## src/rtl/hpv_pkg.sv

```systemverilog
package hpv_pkg;

  function automatic int pair_count(input int k);
    return (k * (k - 1)) / 2;
  endfunction

  // lower-numbered class of pair p
  function automatic int pair_lo(input int k, input int p);
    int n;
    int r;
    n = 0;
    r = 0;
    for (int i = 0; i < k; i++)
      for (int j = i + 1; j < k; j++) begin
        if (n == p) r = i;
        n++;
      end
    return r;
  endfunction

  // higher-numbered class of pair p
  function automatic int pair_hi(input int k, input int p);
    int n;
    int r;
    n = 0;
    r = 0;
    for (int i = 0; i < k; i++)
      for (int j = i + 1; j < k; j++) begin
        if (n == p) r = j;
        n++;
      end
    return r;
  endfunction

endpackage

```

## src/rtl/hpv_side_table.sv

```systemverilog
module hpv_side_table #(
  parameter int KEY_W = 16,
  parameter int DEPTH = 8,
  localparam int IDX_W = (DEPTH > 1) ? $clog2(DEPTH) : 1
) (
  input  logic             clk,
  input  logic             rst_n,
  input  logic             sel,
  input  logic             wr_dflt,
  input  logic [IDX_W-1:0] wr_index,
  input  logic [KEY_W-1:0] wr_value,
  input  logic [KEY_W-1:0] wr_mask,
  input  logic             wr_vote,
  input  logic             wr_live,
  input  logic [KEY_W-1:0] key,
  output logic             vote
);

  logic [DEPTH-1:0] live_q, live_d;
  logic [DEPTH-1:0] slot_we;
  logic [DEPTH-1:0] vote_q;
  logic [KEY_W-1:0] val_q  [DEPTH];
  logic [KEY_W-1:0] mask_q [DEPTH];
  logic             dflt_q, dflt_d;

  always_comb begin
    for (int i = 0; i < DEPTH; i++)
      slot_we[i] = sel && !wr_dflt && (wr_index == IDX_W'(i));
    live_d = live_q;
    for (int i = 0; i < DEPTH; i++)
      if (slot_we[i]) live_d[i] = wr_live;
    dflt_d = (sel && wr_dflt) ? wr_vote : dflt_q;
  end

  always_ff @(posedge clk or negedge rst_n) begin
    if (!rst_n) begin
      live_q <= '0;
      dflt_q <= 1'b0;
    end else begin
      live_q <= live_d;
      dflt_q <= dflt_d;
    end
  end

  for (genvar i = 0; i < DEPTH; i++) begin : g_slot
    always_ff @(posedge clk) begin
      if (slot_we[i]) begin
        val_q[i]  <= wr_value;
        mask_q[i] <= wr_mask;
        vote_q[i] <= wr_vote;
      end
    end
  end

  // descending scan: the lowest matching index is applied last
  always_comb begin
    vote = dflt_q;
    for (int i = DEPTH - 1; i >= 0; i--)
      if (live_q[i] && ((key & mask_q[i]) == (val_q[i] & mask_q[i])))
        vote = vote_q[i];
  end

endmodule

```

## src/rtl/hpv_tally.sv

```systemverilog
module hpv_tally #(
  parameter int NUM_CLASSES = 4,
  localparam int NUM_PAIRS = hpv_pkg::pair_count(NUM_CLASSES),
  localparam int CNT_W = $clog2(NUM_CLASSES)
) (
  input  logic [NUM_PAIRS-1:0]         votes,
  output logic [NUM_CLASSES*CNT_W-1:0] counts
);

  logic [NUM_PAIRS*NUM_CLASSES-1:0] credit;

  for (genvar p = 0; p < NUM_PAIRS; p++) begin : g_pair
    localparam int LO = hpv_pkg::pair_lo(NUM_CLASSES, p);
    localparam int HI = hpv_pkg::pair_hi(NUM_CLASSES, p);
    assign credit[p*NUM_CLASSES +: NUM_CLASSES] =
      votes[p] ? (NUM_CLASSES'(1) << LO) : (NUM_CLASSES'(1) << HI);
  end

  always_comb begin
    for (int c = 0; c < NUM_CLASSES; c++) begin
      counts[c*CNT_W +: CNT_W] = '0;
      for (int p = 0; p < NUM_PAIRS; p++)
        counts[c*CNT_W +: CNT_W] = counts[c*CNT_W +: CNT_W]
                                   + CNT_W'(credit[p*NUM_CLASSES + c]);
    end
  end

endmodule

```

## src/rtl/hpv_argmax.sv

```systemverilog
module hpv_argmax #(
  parameter int NUM_CLASSES = 4,
  localparam int CNT_W = $clog2(NUM_CLASSES),
  localparam int CLS_W = $clog2(NUM_CLASSES)
) (
  input  logic [NUM_CLASSES*CNT_W-1:0] counts,
  output logic [CLS_W-1:0]             winner
);

  logic [CNT_W-1:0] best;

  // strict compare keeps the lower index on a tie
  always_comb begin
    winner = '0;
    best   = counts[0 +: CNT_W];
    for (int c = 1; c < NUM_CLASSES; c++)
      if (counts[c*CNT_W +: CNT_W] > best) begin
        best   = counts[c*CNT_W +: CNT_W];
        winner = CLS_W'(c);
      end
  end

endmodule

```

## src/rtl/hpv_classifier.sv

```systemverilog
module hpv_classifier #(
  parameter int NUM_CLASSES = 4,
  parameter int NUM_FEAT    = 2,
  parameter int FEAT_W      = 8,
  parameter int DEPTH       = 8,
  localparam int NUM_PAIRS  = hpv_pkg::pair_count(NUM_CLASSES),
  localparam int KEY_W      = NUM_FEAT * FEAT_W,
  localparam int TBL_W      = (NUM_PAIRS > 1) ? $clog2(NUM_PAIRS) : 1,
  localparam int IDX_W      = (DEPTH > 1) ? $clog2(DEPTH) : 1,
  localparam int CNT_W      = $clog2(NUM_CLASSES),
  localparam int CLS_W      = $clog2(NUM_CLASSES)
) (
  input  logic             clk,
  input  logic             rst_n,
  input  logic             in_valid,
  input  logic [KEY_W-1:0] in_feat,
  input  logic             wr_en,
  input  logic             wr_dflt,
  input  logic [TBL_W-1:0] wr_table,
  input  logic [IDX_W-1:0] wr_index,
  input  logic [KEY_W-1:0] wr_value,
  input  logic [KEY_W-1:0] wr_mask,
  input  logic             wr_vote,
  input  logic             wr_live,
  output logic             out_valid,
  output logic [CLS_W-1:0] out_class
);

  logic [1:0] rst_sync_q;
  logic       rst_sync_n;

  always_ff @(posedge clk or negedge rst_n) begin
    if (!rst_n) rst_sync_q <= 2'b00;
    else        rst_sync_q <= {rst_sync_q[0], 1'b1};
  end
  assign rst_sync_n = rst_sync_q[1];

  // bit-interleaved key, highest bit positions on top
  logic [KEY_W-1:0] key;
  for (genvar f = 0; f < NUM_FEAT; f++) begin : g_feat
    for (genvar j = 0; j < FEAT_W; j++) begin : g_bit
      assign key[j*NUM_FEAT + f] = in_feat[f*FEAT_W + j];
    end
  end

  logic [NUM_PAIRS-1:0] vote_c;
  for (genvar p = 0; p < NUM_PAIRS; p++) begin : g_tbl
    hpv_side_table #(.KEY_W(KEY_W), .DEPTH(DEPTH)) tbl_i (
      .clk      (clk),
      .rst_n    (rst_sync_n),
      .sel      (wr_en && (wr_table == TBL_W'(p))),
      .wr_dflt  (wr_dflt),
      .wr_index (wr_index),
      .wr_value (wr_value),
      .wr_mask  (wr_mask),
      .wr_vote  (wr_vote),
      .wr_live  (wr_live),
      .key      (key),
      .vote     (vote_c[p])
    );
  end

  logic                         s1_valid_q, s2_valid_q;
  logic [NUM_PAIRS-1:0]         s1_votes_q;
  logic [NUM_CLASSES*CNT_W-1:0] counts_c, s2_counts_q;
  logic [CLS_W-1:0]             winner_c;

  hpv_tally #(.NUM_CLASSES(NUM_CLASSES)) tally_i (
    .votes  (s1_votes_q),
    .counts (counts_c)
  );

  hpv_argmax #(.NUM_CLASSES(NUM_CLASSES)) argmax_i (
    .counts (s2_counts_q),
    .winner (winner_c)
  );

  always_ff @(posedge clk or negedge rst_sync_n) begin
    if (!rst_sync_n) begin
      s1_valid_q <= 1'b0;
      s2_valid_q <= 1'b0;
      out_valid  <= 1'b0;
    end else begin
      s1_valid_q <= in_valid;
      s2_valid_q <= s1_valid_q;
      out_valid  <= s2_valid_q;
    end
  end

  always_ff @(posedge clk) begin
    if (in_valid)   s1_votes_q  <= vote_c;
    if (s1_valid_q) s2_counts_q <= counts_c;
    if (s2_valid_q) out_class   <= winner_c;
  end

endmodule

```

## config.mk

```make
export PLATFORM = sky130hd
export DESIGN_NAME = hpv_classifier
export DESIGN_NICKNAME = d
export VERILOG_FILES = /design/src/rtl/hpv_pkg.sv /design/src/rtl/hpv_side_table.sv /design/src/rtl/hpv_tally.sv /design/src/rtl/hpv_argmax.sv /design/src/rtl/hpv_classifier.sv
export SDC_FILE = /design/constraint.sdc
export NUM_CORES = 2
export LEC_CHECK = 0
export ABC_CLOCK_PERIOD_IN_PS = 1600
export BUFFER_PORTS_ARGS = -buffer_cell sky130_fd_sc_hd__buf_2
export CORE_UTILIZATION = 40
export CTS_CLUSTER_SIZE = 10
export DETAILED_ROUTE_END_ITERATION = 8
export PLACE_DENSITY = 0.64
export REMOVE_ABC_BUFFERS = 1
export SYNTH_ARGS = -nofsm -noshare
export SYNTH_HDL_FRONTEND = slang
export SYNTH_SLANG_ARGS = --single-unit
```

## constraint.sdc

```tcl
create_clock -name clk -period 1.6 [get_ports clk]
set_input_delay 0.08 -clock clk [delete_from_list [all_inputs] [get_ports clk]]
set_output_delay 0.08 -clock clk [all_outputs]
set_load 0.1 [all_outputs]
```

## Word level (Yosys, flattened, before mapping)

Memories as Yosys holds them, arrays and structs flattened.
Cells that the tools add are included.

| storage, ports and cells | value |
|---|---|
| register bits after elaboration | 123 |
| bits in writable memories | 1536 |
| input bits | 61 |
| logic and storage cells | 909 |
| memories | 12 |

Memory list:

| name | words | width | read ports | clocked after memory_dff | write ports | line | RTL |
|---|---|---|---|---|---|---|---|
| g_tbl[0].tbl_i.mask_q | 8 | 16 | 8 | 0 | 1 | hpv_side_table.sv:23 | `logic [KEY_W-1:0] mask_q [DEPTH];` |
| g_tbl[0].tbl_i.val_q | 8 | 16 | 8 | 0 | 1 | hpv_side_table.sv:22 | `logic [KEY_W-1:0] val_q [DEPTH];` |
| g_tbl[1].tbl_i.mask_q | 8 | 16 | 8 | 0 | 1 | hpv_side_table.sv:23 |  |
| g_tbl[1].tbl_i.val_q | 8 | 16 | 8 | 0 | 1 | hpv_side_table.sv:22 |  |
| g_tbl[2].tbl_i.mask_q | 8 | 16 | 8 | 0 | 1 | hpv_side_table.sv:23 |  |
| g_tbl[2].tbl_i.val_q | 8 | 16 | 8 | 0 | 1 | hpv_side_table.sv:22 |  |
| 6 more memories | - | - | - | - | - | - |  |

| cells by class | value |
|---|---|
| $add $sub $neg | 20 |
| order comparisons | 3 |
| eq/ne operators | 60 |
| muxes and demuxes | 406 |
| bitwise logic cells | 96 |
| reduce and logical (&&, ||, !) cells | 202 |

Operators by type and width:

| operator | number |
|---|---|
| 16-bit AND | 96 |
| 16-bit 2-to-1 mux | 84 |
| 16-bit OR reduction | 84 |
| 16-bit equality test | 48 |
| 3-bit 2-to-1 mux | 86 |
| 1-bit 2-to-1 mux | 230 |
| 1-bit logical AND | 114 |
| 2-bit by 1-bit adder with 2-bit output | 15 |
| 3-bit equality test, second input constant | 6 |
| 3-bit by 2-bit equality test with 1-bit output, second input constant | 4 |
| 4-bit 2-to-1 mux | 3 |
| 3-bit by 1-bit equality test with 1-bit output, second input constant | 2 |
| 2-bit greater-than comparator | 3 |
| 3-bit logical NOT | 2 |
| 2-bit 2-to-1 mux | 3 |
| 1-bit by 1-bit adder with 2-bit output | 2 |
| 1-bit by 1-bit adder with 2-bit output, first input constant | 1 |
| 1-bit by 1-bit adder with 2-bit output, both inputs constant | 1 |
| 2-bit by 1-bit adder with 2-bit output, second input constant | 1 |
| 2-bit OR reduction | 1 |
| 1-bit logical NOT | 1 |

## Depth between registers and ports, before layout

| logic depth | value |
|---|---|
| word-level depth | 14 |
| depth in mapped cells | 16 |
| mapped depth without buffers | 16 |

## Hierarchy

A second synthesis with hierarchy kept.

| second synthesis, totals | value |
|---|---|
| cells, all modules | 3368 |
| area, all modules | 63001.7 sq um |

By module, submodules not included:

| module | times used | cells an instance | area an instance (sq um) |
|---|---|---|---|
| hpv_side_table | 6 | 550 | 10331.2 |
| hpv_classifier | 1 | 28 | 684.4 |
| hpv_argmax | 1 | 29 | 224.0 |
| hpv_tally | 1 | 11 | 106.4 |

## Least setup slack after synthesis

OpenSTA, ideal clock, no wires.

| timing path | value |
|---|---|
| kind | input-to-reg |
| start point | input wr_en |
| end point | register g_tbl[0].tbl_i.live_q[3] |
| setup time | 0.125 ns |
| arrival | 2.591 ns |
| setup slack | -1.116 ns |
| stages on the path | 5 |
| path buffers | 0 |
| cell sequence | nor2b_1 -> nor2b_1 -> nand2_1 -> nor2_1 -> mux2_2 |

| between the ends | value |
|---|---|
| cells in the longest elaborated chain, start to end | 3 |

RTL lines:

| element | line | RTL |
|---|---|---|
| start, declared | hpv_classifier.sv:17 | `input logic wr_en,` |
| 1-bit logical AND | hpv_classifier.sv:51 | `.sel (wr_en && (wr_table == TBL_W'(p))),` |
| 1-bit logical AND (2 in series) | hpv_side_table.sv:28 | `slot_we[i] = sel && !wr_dflt && (wr_index == IDX_W'(i));` |
| via g_tbl[0].tbl_i.slot_we[3] | hpv_side_table.sv:20 | `logic [DEPTH-1:0] slot_we;` |
| end signal, assigned | hpv_side_table.sv:40 | `live_q <= live_d;` |
| end, declared | hpv_side_table.sv:19 | `logic [DEPTH-1:0] live_q, live_d;` |

The timed path passes the listed nets, and every way through them passes these cells.
A chain may end at the register's enable or synchronous reset.

==> results by group <==
Run status
  – Status: finished with violations
  – Failing checks: setup timing

STA
  – Achievable frequency: 399 MHz
  – Worst hold slack: around 0.057 ns
  – Fin Setup TNS: -6.35 ns
  – Slew @ Worst Pin: 0.587 ns
  – Final hold vios: 0
  – Rel. slew slack: 0.609
  – Final Skew: 0.0344 ns
  – Final setup violation count: 8
  – Fin crit share: 1.57
  – Fin worst setup slack: -0.906 ns
  – Final slew viol count: 0
  – RSZ-0062 raised after global routing: yes
  – Final min period: 2.51 ns

Global route
  – Largest net degree at the start of global routing: between 40 and 50
  – Grt total ovfl: 0
  – First-pass GRT wire length: 252000 µm
  – Total GRT Usage: 0.228
  – Initial antenna violation count: 18
  – Number of global-route vias before repair: 33400

Final layout
  – Share of layout cells above drive strength 1: 0.219
  – Number of fill cells: 12400
  – P&R area growth vs syn: 23.1%
  – Final net count: 4076
  – Design Area, Final: 0.0771 mm²

Worst setup path
  – CP max stage delay: 0.37 ns
  – Crit path launch: g_tbl[1].tbl_i.val_q[1][63]
  – CP Class: flip-flop to flip-flop
  – Top Family by Delay on Critical Path: compound AO/OA/AOI/OAI gates
  – CP required: 2.17 ns
  – Crit. End Element: flip-flop
  – Stages on the worst setup path: 10
  – Crit Path Max Fanout: 1
  – CP Buf/Inv Count: 2
  – Reg-to-Reg Start: g_tbl[1].tbl_i.val_q[1][63]
  – Critical Path AT: 3.08 ns
  – Worst path slowest cell: edfxtp_1
  – Cell Chain, Critical Path: xor2_1 > a22oi_2 > nand4_1 > a2111oi_2 > buf_4 > mux2_4 > mux2i_1 > buf_4 > and3_4 > o31ai_2
  – Critical path's most frequent cell: buf_4
  – R2R cell count: 10
  – Startpoint Class: flip-flop

Yosys
  – Yosys Warn Count: 0
  – Fraction of registers with async set/reset: 0.0356
  – Adder-cell share of the synthesized area: 0.00288
  – Main combinational cell family by area after synthesis: XOR/XNOR gates
  – Syn Std Cell Area: 0.0627 mm²
  – Post-synthesis compound-gate area fraction: 0.0506
  – Sequential share of the synthesized area: 0.790
  – Cell variety after synth: 49
  – Ys flop type: edfxtp_1
  – Post-synth EDFFs: 1600
  – Flops & latches, synth: 1659
  – Post-synthesis xor/xnor area fraction: 0.107
  – Simple-gate portion of the synthesized area: 0.0225
  – Mapped Cells: around 3300
  – Mux contribution to synthesized area: 0.0131
  – Post-synthesis area per instance: 18.9 µm²

Hold path
  – Hold Path Cell Cnt: 2
  – Worst hold start: wr_mask[3]
  – Worst min path class: input port to flip-flop

Detailed routing
  – Routed len/inst: between 20 and 30 µm
  – Antenna viol nets, final: 0
  – Drt drc: 0
  – Routed vias/inst: 5.48
  – Total wire length: 180000 µm
  – Via count: approximately 34000
  – Drt pass-1 iters: 7
  – DR iter-0 viols: roughly 4000

Floorplanning
  – Full die area: roughly 0.16 mm²
  – Total core area: 0.155 mm²
  – IO Pins: between 60 and 70
  – Die width: about 400 µm
  – # rows: roughly 140
  – Height of the die: 398 µm
  – Initial core utilization: 0.405

Placement
  – Port Buffers: between 60 and 70
  – Post-DP HPWL: 111000 µm
  – Pre-CTS setup slack: -1.30 ns
  – Placer Congestion: 0.839
  – Placed Area: 0.0709 mm²

CTS
  – Clock root cell: clkbuf_16
  – CTS tree: done
  – Num CTS Buffers: 184
  – Reg clk slew, reported paths: 0.05 ns
  – CTS sink cnt: 1659
  – Clk_lat worst skew: 0.82 ns
  – CTS max path bufs: 3
  – H-tree lvl count: 4

Pwr
  – VDD IR max: 1040 µV
  – Pleak: around 27 nW
  – Power per Cell Area: 1200 mW/mm²

Flow run
  – Maxcap violations: 0
routing by layer:
layer  GRT usage  vias to the layer above  share of wire
li1            -                    14300              -
met1       0.324                    17800           0.42
met2       0.365                     1615           0.47
met3      0.0370                      257          0.086
met4      0.0609                        6          0.023
met5           0                        -        0.00019
area by class of cell:
type,instances,area [µm²],share of cell area
Sequential cell,1659,49500,0.642
Multi-Input combinational cell,1540,12800,0.166
Timing Repair Buffer,592,6770,0.0877
Clock buffer,321,5170,0.0670
Tap cell,2044,2560,0.0332
Clock inverter,14,204,0.00264
Inverter,26,97.6,0.00127
Antenna cell,1,2.50,0.0000324
metrics by stage:
stage / cells / total power [mW] / util
floorplan: 3225 / 50.7 / -
global route: 6196 / 95.1 / 0.498
finish: 6197 / 92.7 / 0.498
global placement: 5810 / 54.7 / 0.458
detailed placement: 5810 / 54.8 / 0.458
CTS: 6196 / 92.9 / 0.497
timing repair:
item                       in CTS  in global routing
hold endpoints to repair     1653                  0
resized for setup              42                 37
setup buffers                   1                  3
hold buffers                   51                  0
pin swaps                      36                 27
setup endpoints to repair      11                 74
gates cloned                    0                  0
cells by family (layout without fill, tap and decap cells):
group / after synthesis / count (layout)
mux: 75 / 75
buf+inv: 117 / 953
flops: 1659 / 1659
compound gates: 392 / 392
xor+xnor: 768 / 768
simple gates: 292 / 292
fa+ha+maj: 12 / 12
other cells: 1 / 2
worst register-to-register path: stages, from the launching register on:
cell       delay [ns]
edfxtp_1         0.37
xor2_1           0.16
a22oi_2          0.22
nand4_1          0.14
a2111oi_2        0.30
buf_4            0.19
mux2_4           0.31
mux2i_1          0.14
buf_4            0.18
and3_4           0.22
o31ai_2          0.06
state kept, by name (all words and copies together), names as in the netlist:
register and count:
out_valid 1, out_class 2, s2_valid_q 1, g_tbl.tbl_i.val_q 768
g_tbl.tbl_i.dflt_q 6, s1_votes_q 6, g_tbl.tbl_i.mask_q 768, g_tbl.tbl_i.vote_q 48
s1_valid_q 1, rst_sync_q 2, g_tbl.tbl_i.live_q 48, s2_counts_q 8
synth_stat cells (8+ instances only):
master / count / area [µm²]
dfrtp_1: 59 / 1480
buf_4: 38 / 285
nand4_1: 95 / 594
a22o_1: 43 / 377
a22oi_1: 242 / 1820
mux2_2: 55 / 619
inv_1: 26 / 97.6
a222oi_1: 26 / 260
xor2_1: 768 / 6730
clkbuf_1: 9 / 33.8
nand2_1: 81 / 304
ha_1: 8 / 100
buf_6: 30 / 338
nor2_1: 86 / 323
a221oi_1: 25 / 219
a2111oi_0: 9 / 78.8
mux2i_1: 18 / 180
edfxtp_1: 1600 / 48000
buf_2: 13 / 65.1
power by group:
group          total [mW]  leakage, nW  switching [mW]  internal (mW)
Combinational        6.04         8.87            3.89           2.15
Clock                38.4         2.55            16.5           21.8
Sequential           48.3         15.2           0.219           48.0
Total                92.7         26.6            20.6           72.0
worst paths after layout:
kind | to | slack (ns)
worst max-delay path | s1_votes_q[1] | -0.91
worst min-delay path | g_tbl[2].tbl_i.mask_q[1][51] | 0.06
worst max register to register | s1_votes_q[1] | -0.91
worst min register to register | g_tbl[2].tbl_i.live_q[4] | 0.26
max in group asynchronous | g_tbl[5].tbl_i.live_q[2] | 0.73
min in group asynchronous | rst_sync_q[1] | 0.14
cell usage in the layout, fill, tap and decap left out, types with 4 or more instances in the layout:
master,netlist,final
buf_4,38,354
xor2_1,768,767
edfxtp_1,1600,1600
a211oi_1,6,5
ha_1,8,6
dlygate4sd3_1,0,48
a222oi_1,26,26
nand3b_1,4,4
nor2_4,0,16
fa_1,4,4
a211o_1,6,6
nand2_1,81,79
nor2_2,0,40
a22o_1,43,43
dfrtp_1,59,58
clkbuf_16,0,186
mux2i_1,18,17
buf_12,0,176
nor3_1,5,5
nand3_1,6,6
a2111oi_4,0,5
inv_2,0,5
a221oi_1,25,24
mux2_2,55,54
a2111oi_0,9,6
clkinv_8,0,4
o31ai_2,3,4
a22oi_2,0,10
nand4_1,95,95
a22oi_1,242,232
inv_1,26,21
clkbuf_1,9,134
buf_2,13,9
inv_6,0,5
a2111oi_2,7,6
nor2_1,86,30
Note: power is estimated with default switching activity, not from simulation.
